`config.mk`:
```
export PLATFORM = sky130hd
export DESIGN_NAME = lp_idle_detector
export DESIGN_NICKNAME = d
export VERILOG_FILES = /design/src/rtl/lp_idle_pkg.sv /design/src/rtl/lp_bus_watch.sv /design/src/rtl/lp_quiet_timer.sv /design/src/rtl/lp_idle_detector.sv
export SDC_FILE = /design/constraint.sdc
export NUM_CORES = 1
export LEC_CHECK = 0
export BUFFER_PORTS_ARGS = -buffer_cell sky130_fd_sc_hd__buf_2
export CORE_ASPECT_RATIO = 0.9
export CORE_UTILIZATION = 50
export DETAILED_ROUTE_END_ITERATION = 7
export HOLD_SLACK_MARGIN = 0.12
export PLACE_DENSITY = 0.78
export SYNTH_ARGS = -nofsm -noshare
export SYNTH_HDL_FRONTEND = slang
export SYNTH_SLANG_ARGS = --single-unit
```
`constraint.sdc`:
```
create_clock -name clk -period 2.6 [get_ports clk]
set_input_delay 0.13 -clock clk [delete_from_list [all_inputs] [get_ports clk]]
set_output_delay 0.13 -clock clk [all_outputs]
set_load 0.05 [all_outputs]
```
`src/rtl/lp_idle_pkg.sv`:
```
// Shared types for the idle power detector.
// Assumes: nothing beyond IEEE 1800-2017.
package lp_idle_pkg;

    // Which idle rule governs low-power entry.
    typedef enum logic {
        RD_ASYNC = 1'b0,
        RD_SYNC  = 1'b1
    } rd_mode_e;

    // Event flags produced by the bus watcher, one per sample edge.
    typedef struct packed {
        logic addr_chg;
        logic ce_fall;
        logic oe_fall;
        logic adv_fall;
        logic bclk_rise;
    } bus_evt_t;

endpackage

```
`src/rtl/lp_bus_watch.sv`:
```
// Bus watcher: keeps the previous sample of each watched pin and flags
// transitions between the previous and the present sample.
// Assumes: all inputs are already synchronous to clk.
module lp_bus_watch
    import lp_idle_pkg::*;
#(
    parameter int unsigned ADDR_W = 16
) (
    input  logic              clk,
    input  logic              rst_n,
    input  logic [ADDR_W-1:0] addr,
    input  logic              ce_n,
    input  logic              oe_n,
    input  logic              adv_n,
    input  logic              bus_clk,
    output bus_evt_t          evt
);

    logic [ADDR_W-1:0] addr_q;
    logic              ce_q, oe_q, adv_q, bclk_q;

    // Capture the previous sample; idle levels after reset.
    always_ff @(posedge clk) begin
        if (!rst_n) begin
            addr_q <= '0;
            ce_q   <= 1'b1;
            oe_q   <= 1'b1;
            adv_q  <= 1'b1;
            bclk_q <= 1'b0;
        end else begin
            addr_q <= addr;
            ce_q   <= ce_n;
            oe_q   <= oe_n;
            adv_q  <= adv_n;
            bclk_q <= bus_clk;
        end
    end

    // Compare present against previous sample.
    always_comb begin
        evt.addr_chg  = (addr != addr_q);
        evt.ce_fall   = ce_q & ~ce_n;
        evt.oe_fall   = oe_q & ~oe_n;
        evt.adv_fall  = adv_q & ~adv_n;
        evt.bclk_rise = ~bclk_q & bus_clk;
    end

endmodule

```
`src/rtl/lp_quiet_timer.sv`:
```
// Quiet timer: a saturating counter that restarts on clr_i and steps
// on inc_i, reporting when it holds LIMIT (now and at the next edge).
// Assumes: LIMIT >= 1.
module lp_quiet_timer #(
    parameter int unsigned LIMIT = 15
) (
    input  logic clk,
    input  logic rst_n,
    input  logic clr_i,
    input  logic inc_i,
    output logic reached_o,
    output logic reaching_o
);

    localparam int unsigned CW = $clog2(LIMIT + 1);
    localparam logic [CW-1:0] LIM = CW'(LIMIT);

    logic [CW-1:0] cnt_q, cnt_d;

    // Next count: restart, step, or hold at the limit.
    always_comb begin
        if (clr_i) begin
            cnt_d = '0;
        end else if (inc_i && (cnt_q != LIM)) begin
            cnt_d = cnt_q + 1'b1;
        end else begin
            cnt_d = cnt_q;
        end
    end

    // Count register.
    always_ff @(posedge clk) begin
        if (!rst_n) cnt_q <= '0;
        else        cnt_q <= cnt_d;
    end

    assign reached_o  = (cnt_q == LIM);
    assign reaching_o = (cnt_d == LIM);

endmodule

```
`src/rtl/lp_idle_detector.sv`:
```
// Idle power detector top. It applies the asynchronous rule (quiet
// address and controls during a read for ACC_CYCLES+IDLE_CYCLES) or the
// synchronous rule (no bus clock rise for IDLE_CYCLES after an
// address-valid fall). It holds output data while in low power.
// Assumes: inputs synchronous to clk; clk is free-running.
module lp_idle_detector
    import lp_idle_pkg::*;
#(
    parameter int unsigned ADDR_W      = 16,
    parameter int unsigned DATA_W      = 16,
    parameter int unsigned ACC_CYCLES  = 18,
    parameter int unsigned IDLE_CYCLES = 15
) (
    input  logic              clk,
    input  logic              rst_n,
    input  logic              sync_mode,
    input  logic              ce_n,
    input  logic              oe_n,
    input  logic              adv_n,
    input  logic              dev_rst_n,
    input  logic              bus_clk,
    input  logic [ADDR_W-1:0] addr,
    input  logic [DATA_W-1:0] array_data,
    output logic [DATA_W-1:0] data_out,
    output logic              low_power,
    output logic              standby
);

    localparam int unsigned ASYNC_LIMIT = ACC_CYCLES + IDLE_CYCLES;

    rd_mode_e    mode;
    bus_evt_t    evt;
    logic        off, act_async;
    logic        a_clr, a_hit, a_reach;
    logic        s_clr, s_hit, s_reach;
    logic        armed_q;
    logic        lp_next;

    assign mode = rd_mode_e'(sync_mode);
    assign off  = ce_n | ~dev_rst_n;

    lp_bus_watch #(.ADDR_W(ADDR_W)) u_watch (
        .clk     (clk),
        .rst_n   (rst_n),
        .addr    (addr),
        .ce_n    (ce_n),
        .oe_n    (oe_n),
        .adv_n   (adv_n),
        .bus_clk (bus_clk),
        .evt     (evt)
    );

    // Any access-starting activity under the asynchronous rule.
    assign act_async = evt.addr_chg | evt.ce_fall | evt.oe_fall | evt.adv_fall;

    // Asynchronous rule: count quiet edges of an ongoing read.
    assign a_clr = (mode == RD_SYNC) | off | oe_n | act_async;

    lp_quiet_timer #(.LIMIT(ASYNC_LIMIT)) u_async_tmr (
        .clk        (clk),
        .rst_n      (rst_n),
        .clr_i      (a_clr),
        .inc_i      (1'b1),
        .reached_o  (a_hit),
        .reaching_o (a_reach)
    );

    // Synchronous rule: count edges since address-valid fall, no clock rise.
    assign s_clr = (mode == RD_ASYNC) | off | evt.adv_fall | evt.bclk_rise;

    lp_quiet_timer #(.LIMIT(IDLE_CYCLES)) u_sync_tmr (
        .clk        (clk),
        .rst_n      (rst_n),
        .clr_i      (s_clr),
        .inc_i      (armed_q),
        .reached_o  (s_hit),
        .reaching_o (s_reach)
    );

    // Arm on address-valid fall; disarm on clock rise or deselect.
    always_ff @(posedge clk) begin
        if (!rst_n) begin
            armed_q <= 1'b0;
        end else if ((mode == RD_ASYNC) || off || evt.bclk_rise) begin
            armed_q <= 1'b0;
        end else if (evt.adv_fall) begin
            armed_q <= 1'b1;
        end
    end

    assign lp_next = a_reach | s_reach;

    // Output word: follow the read path unless low power holds next cycle.
    always_ff @(posedge clk) begin
        if (!rst_n) begin
            data_out <= '0;
        end else if (!lp_next) begin
            data_out <= array_data;
        end
    end

    assign low_power = ~off & (a_hit | s_hit);
    assign standby   = ce_n & dev_rst_n;

endmodule

```
# ---- After elaboration in Yosys (flattened, before gate mapping)
# Cells that the tools add are included.
dict set report classes {
  add_sub_neg 2
  eq_ne 7
  muxes 4
  bitwise_logic 26
  reduce_logical 4
}
# cell n
set ops {}
lappend ops {{$ne A16 B16 Y1} 1}
lappend ops {{$eq A6 B6 Y1 const B} 2}
lappend ops {{$mux W6} 2}
lappend ops {{$or A1 B1 Y1} 12}
lappend ops {{$eq A4 B4 Y1 const B} 2}
lappend ops {{$mux W4} 2}
lappend ops {{$not A1 Y1} 8}
lappend ops {{$add A6 B1 Y6 const B} 1}
lappend ops {{$and A1 B1 Y1} 6}
lappend ops {{$ne A6 B6 Y1 const B} 1}
lappend ops {{$add A4 B1 Y4 const B} 1}
lappend ops {{$ne A4 B4 Y1 const B} 1}
lappend ops {{$logic_or A1 B1 Y1} 2}
lappend ops {{$reduce_or A2 Y1} 1}
lappend ops {{$logic_and A1 B1 Y1} 1}
dict set report word_totals {
  register_bits 47
  input_bits 40
  output_inout_bits 18
  word_cells 52
}

# ---- Depth between registers and ports, before layout
dict set report depth {
  word_depth 9
  depth_mapped 9
  mapped_depth_nobuf 8
}

# ---- Hierarchy
# From an unflattened synthesis, not the netlist that was laid out.
dict set report hier_totals {
  cells_unflattened 226
  hier_area_um2 2108.3
}
# module n_inst cells_per_inst area_per_inst_um2 seq_area_each_um2
set by_module_without_submodules {}
lappend by_module_without_submodules {lp_bus_watch 1 67 730.7 400.4}
lappend by_module_without_submodules {lp_idle_detector 1 87 708.2 340.3}
lappend by_module_without_submodules {{lp_quiet_timer at u_async_tmr} 1 38 361.6 120.1}
lappend by_module_without_submodules {{lp_quiet_timer at u_sync_tmr} 1 34 307.8 80.1}

# ---- Worst setup path after synthesis
# No wires, ideal clock.
dict set report synth_path {
  path_kind {register -> output}
  from {reg u_async_tmr.cnt_q[0]}
  to {out low_power}
  arrival_time_ns 2.542
  t_required_ns 2.470
  setup_slack_ns -0.072
  path_stages_with_launch 5
  path_buffers 0
  path_cell_list {dfxtp_1 -> ha_1 -> or3b_4 -> or3b_1 -> a21boi_0}
}
dict set report synth_via {
  elab_chain_cells 3
}
# element line
set synth_lines {}
lappend synth_lines {{from (decl)} lp_quiet_timer.sv:18} ;# logic [CW-1:0] cnt_q, cnt_d;
lappend synth_lines {{from (signal assigned)} lp_quiet_timer.sv:34} ;# else cnt_q <= cnt_d;
lappend synth_lines {{$eq A6 B6 Y1} lp_quiet_timer.sv:37} ;# assign reached_o = (cnt_q == LIM);
lappend synth_lines {{$or A1 B1 Y1} lp_idle_detector.sv:102} ;# assign low_power = ~off & (a_hit | s_hit);
lappend synth_lines {{$and A1 B1 Y1} lp_idle_detector.sv:102}
lappend synth_lines {{to (decl)} lp_idle_detector.sv:25} ;# output logic low_power,
# Every way passes these cells.

# ---- Final worst setup path
# Ends and elaborated chain as after synthesis.

==> impl_metrics.py <==
metrics = {
    "sta": {
        "skew_ns": 0.00637,
        "setup_violations": 0,
        "slew_viol_final": 0,
        "final.setup.worst_slack_ns": 0.191,
        "post-route-min-period_ns": 2.41,
        "min_period_over_period": 0.926,
        "worstMarginPinSlew_ns": 0.648,
        "hold_viol": 0,
        "tns_ns": 0,
        "rsz0062_at_grt": "false",
        "fmaxAchievable_ghz": 0.415,
        "slew_headroom": 0.567,
    },
    "yosys": {
        "syn_area_sq_mm": 0.00197,
        "syn_area_per_cell_sq_um": 9.59,
        "ys_types": 30,
        "yosys_register_bits": 47,
        "synthTopCellsByArea": "dfxtp_1 48%, mux2i_1 9.7%, nand2_1 7.6%",
        "synth_top_cell_by_area": "dfxtp_1",
        "syn_nets": 248,
        "synth_top_area_share": 0.479,
        "seq_area_frac_synth": 0.479,
        "yosys_warnings": 0,
        "synth_cells": 205,
    },
    "worst_setup_path": {
        "cp.arrival_ns": 2.28,
        "reg2reg_depth": 7,
        "critPathLaunch": "u_async_tmr.cnt_q[0]$_SDFF_PN0_",
        "startpoint_type": "register",
        "endpoint": "low_power",
        "critPathMaxFanout": 6,
        "path_delay_family": "simple AND/OR/NAND/NOR gates",
        "required_ns": 2.47,
        "slowest_stage": "or3b_1",
        "max_stage_delay_ns": 0.47,
        "critPathBufInv": 1,
        "critical_path_depth": 5,
        "r2r-end": "data_out[8]$_SDFFE_PN0N_",
        "endpoint_kind": "output port",
        "rrSetupSlack_ns": 0.31,
        "worstSetupPathType": "register to output port",
        "critical_path.cell_chain": "ha_1, or3b_4, or3b_1, a21boi_1, buf_2",
        "rr_startpoint": "u_async_tmr.cnt_q[0]$_SDFF_PN0_",
    },
    "grt": {
        "antenna_found_initial": 0,
        "grtUsageTotal": 0.228,
        "grt_max_degree": 32,
        "grt_pass1_wl_mm": 6.81,
        "grt_pass1_vias": 1585,
        "gr-total-overflow": 0,
    },
    "routing": {
        "drc": 0,
        "drtIter0Drc": 71,
        "wl_mm": 4.35,
        "ant_nets": 0,
        "via_count": 1672,
        "viasPerCell": 4.83,
        "dr.pass1.iters": 4,
        "wl_per_cell_um": 12.6,
    },
    "placed_design": {
        "gp_congestion": 0.734,
        "dpl.cell_count": 302,
        "post-place-ws_ns": 0.341,
        "post-dp-hpwl_mm": 2.49,
        "port_buffers": 57,
    },
    "layout": {
        "drive_gt1_frac": 0.237,
        "n_antenna_cell": 0,
        "area_delta_synth_final_pct": 40.0,
        "fill_cells": 273,
        "stdcell_count": 346,
        "fin_nets": 342,
    },
    "cts": {
        "path_clk_slew_ns": 0.08,
        "cts_tree": "done",
        "clock_latency_ns": 0.30,
        "post_cts_resized": 0,
        "cts_inserted_buffers": 5,
        "root_buffer": "clkbuf_8",
        "h-tree-depth": 2,
        "postCtsSetupBuffers": 0,
        "numClockSinks": 47,
        "cts_max_path_buffers": 2,
    },
    "pwr": {
        "p_leak_nw": 1.32,
        "power_density_mw_per_mm2": 554,
        "ir_drop_uv": 275,
    },
    "status": {
        "status": "completed",
    },
    "die": {
        "coreArea_sq_mm": 0.00373,
        "die_y_um": 61.5,
        "num_rows": 21,
        "die_width_um": 68.1,
        "dieArea_sq_mm": 0.00419,
        "io_pins": 58,
        "initial_core_util": 0.527,
    },
    "flow_run": {
        "cap_violations": 0,
    },
    "min_path": {
        "hold_path_class": "input pin to register",
    },
}
where the power goes:
group          internal [mW]  total (mW)  switching, mW  leakage (nW)
clock network          0.311       0.551          0.240        0.0612
registers              0.749       0.763         0.0137         0.389
logic                 0.0981       0.210          0.112         0.875
cell usage in the layout, fill, tap and decap left out:
cell type,netlist,layout
a2111oi_0,1,1
a211oi_1,1,1
a21boi_1,0,1
a21oi_1,1,1
a21oi_4,1,1
and2_1,19,19
and3_1,1,1
and4b_4,1,1
buf_2,0,57
buf_4,0,1
bufinv_16,0,1
clkbuf_8,0,6
clkinv_2,0,1
dfxtp_1,47,47
dlygate4sd3_1,0,36
ha_1,3,3
inv_1,2,2
mux2i_1,19,19
nand2_1,40,40
nand2b_1,7,7
nand3_1,6,6
nand3b_1,1,1
nand4_1,2,2
nor2_1,11,11
nor2b_1,2,2
nor2b_2,1,1
nor3_2,1,1
nor4_1,5,5
o21ai_0,1,1
o22ai_1,1,1
or3b_1,1,1
or3b_4,1,1
xnor2_1,6,6
xor2_1,15,15
sequential cells by signal (all words and copies together) (netlist names):
register	count
data_out	16
u_watch.addr_q	16
u_async_tmr.cnt_q	6
u_sync_tmr.cnt_q	4
armed_q	1
u_watch.adv_q	1
u_watch.bclk_q	1
u_watch.ce_q	1
u_watch.oe_q	1
cell families (layout without fill, tap and decap cells):
kind of cell,after synthesis,in the layout,synth area share
AOI/OAI and AO/OA,7,7,0.0286
xor gates and xnor gates,21,21,0.0936
adders and majority gates,3,3,0.0191
buffers and inverters,9,104,0.0255
DFF,47,47,0.479
muxes,19,19,0.0968
and+or+nand+nor,99,99,0.258
area by class of cell:
class | instances | area, sq um | area share
flip-flops and latches | 47 | 941 | 0.342
repair buffers | 94 | 653 | 0.237
clock inverters | 2 | 35.0 | 0.0127
well taps | 46 | 57.6 | 0.0209
inverters | 2 | 7.51 | 0.00273
clock buffers | 6 | 82.6 | 0.0300
multi-input cells | 149 | 975 | 0.354
synth_stat cells:
cell,n
ha_1,3
nor2_1,11
a21oi_1,1
o22ai_1,1
o21ai_0,1
and2_1,19
dfxtp_1,47
nand3_1,6
clkbuf_1,6
nand4_1,2
a21boi_0,1
nand2b_1,7
a211oi_1,1
nand3b_1,1
nor2b_1,2
nor4_1,5
nand2_1,40
and3_1,1
nor3_2,1
a21oi_4,1
or3b_1,1
nor2b_2,1
or3b_4,1
xor2_1,15
inv_1,2
mux2i_1,19
buf_12,1
xnor2_1,6
a2111oi_0,1
and4b_4,1
metrics by stage:
step	power (mW)	hold WS, ns	area [sq um]	utilization
3_5_place_dp	0.943	0.329	2270	0.609
2_1_floorplan	0.885	0.231	1970	-
3_3_place_gp	0.940	0.330	2270	0.609
6_report	1.52	0.195	2750	0.737
5_1_grt	1.58	0.215	2750	0.737
4_1_cts	1.53	0.197	2750	0.737
routing by layer:
metal	vias up	part of all wire	track usage
met2	46	0.49	0.405
li1	858	-	-
met4	0	0.026	0.119
met3	10	0.048	0.0574
met1	758	0.43	0.251
met5	-	0	0
repair_timing:
item	CTS	global route
endpoints found under the hold margin	36	0
hold buffers	36	0
endpoints found under the setup margin	0	0
worst register-to-register path, cell delays in order, from the launching register on:
cell and delay, ns:
dfxtp_1 0.44, ha_1 0.20, or3b_4 0.38, nand2_1 0.08
o22ai_1 0.07, and4b_4 0.22, a21oi_4 0.54, mux2i_1 0.28
worst min path at each step:
stage,end,depth (start not counted),start
floorplan,u_watch.adv_q$_SDFF_PN1_,1,adv_n
global placement,u_watch.adv_q$_SDFF_PN1_,2,adv_n
detailed placement,u_watch.adv_q$_SDFF_PN1_,2,adv_n
CTS,u_watch.adv_q$_SDFF_PN1_,2,rst_n
global route,u_watch.adv_q$_SDFF_PN1_,2,rst_n
finish,u_watch.adv_q$_SDFF_PN1_,2,rst_n
Note: power is estimated with default switching activity, not from simulation.
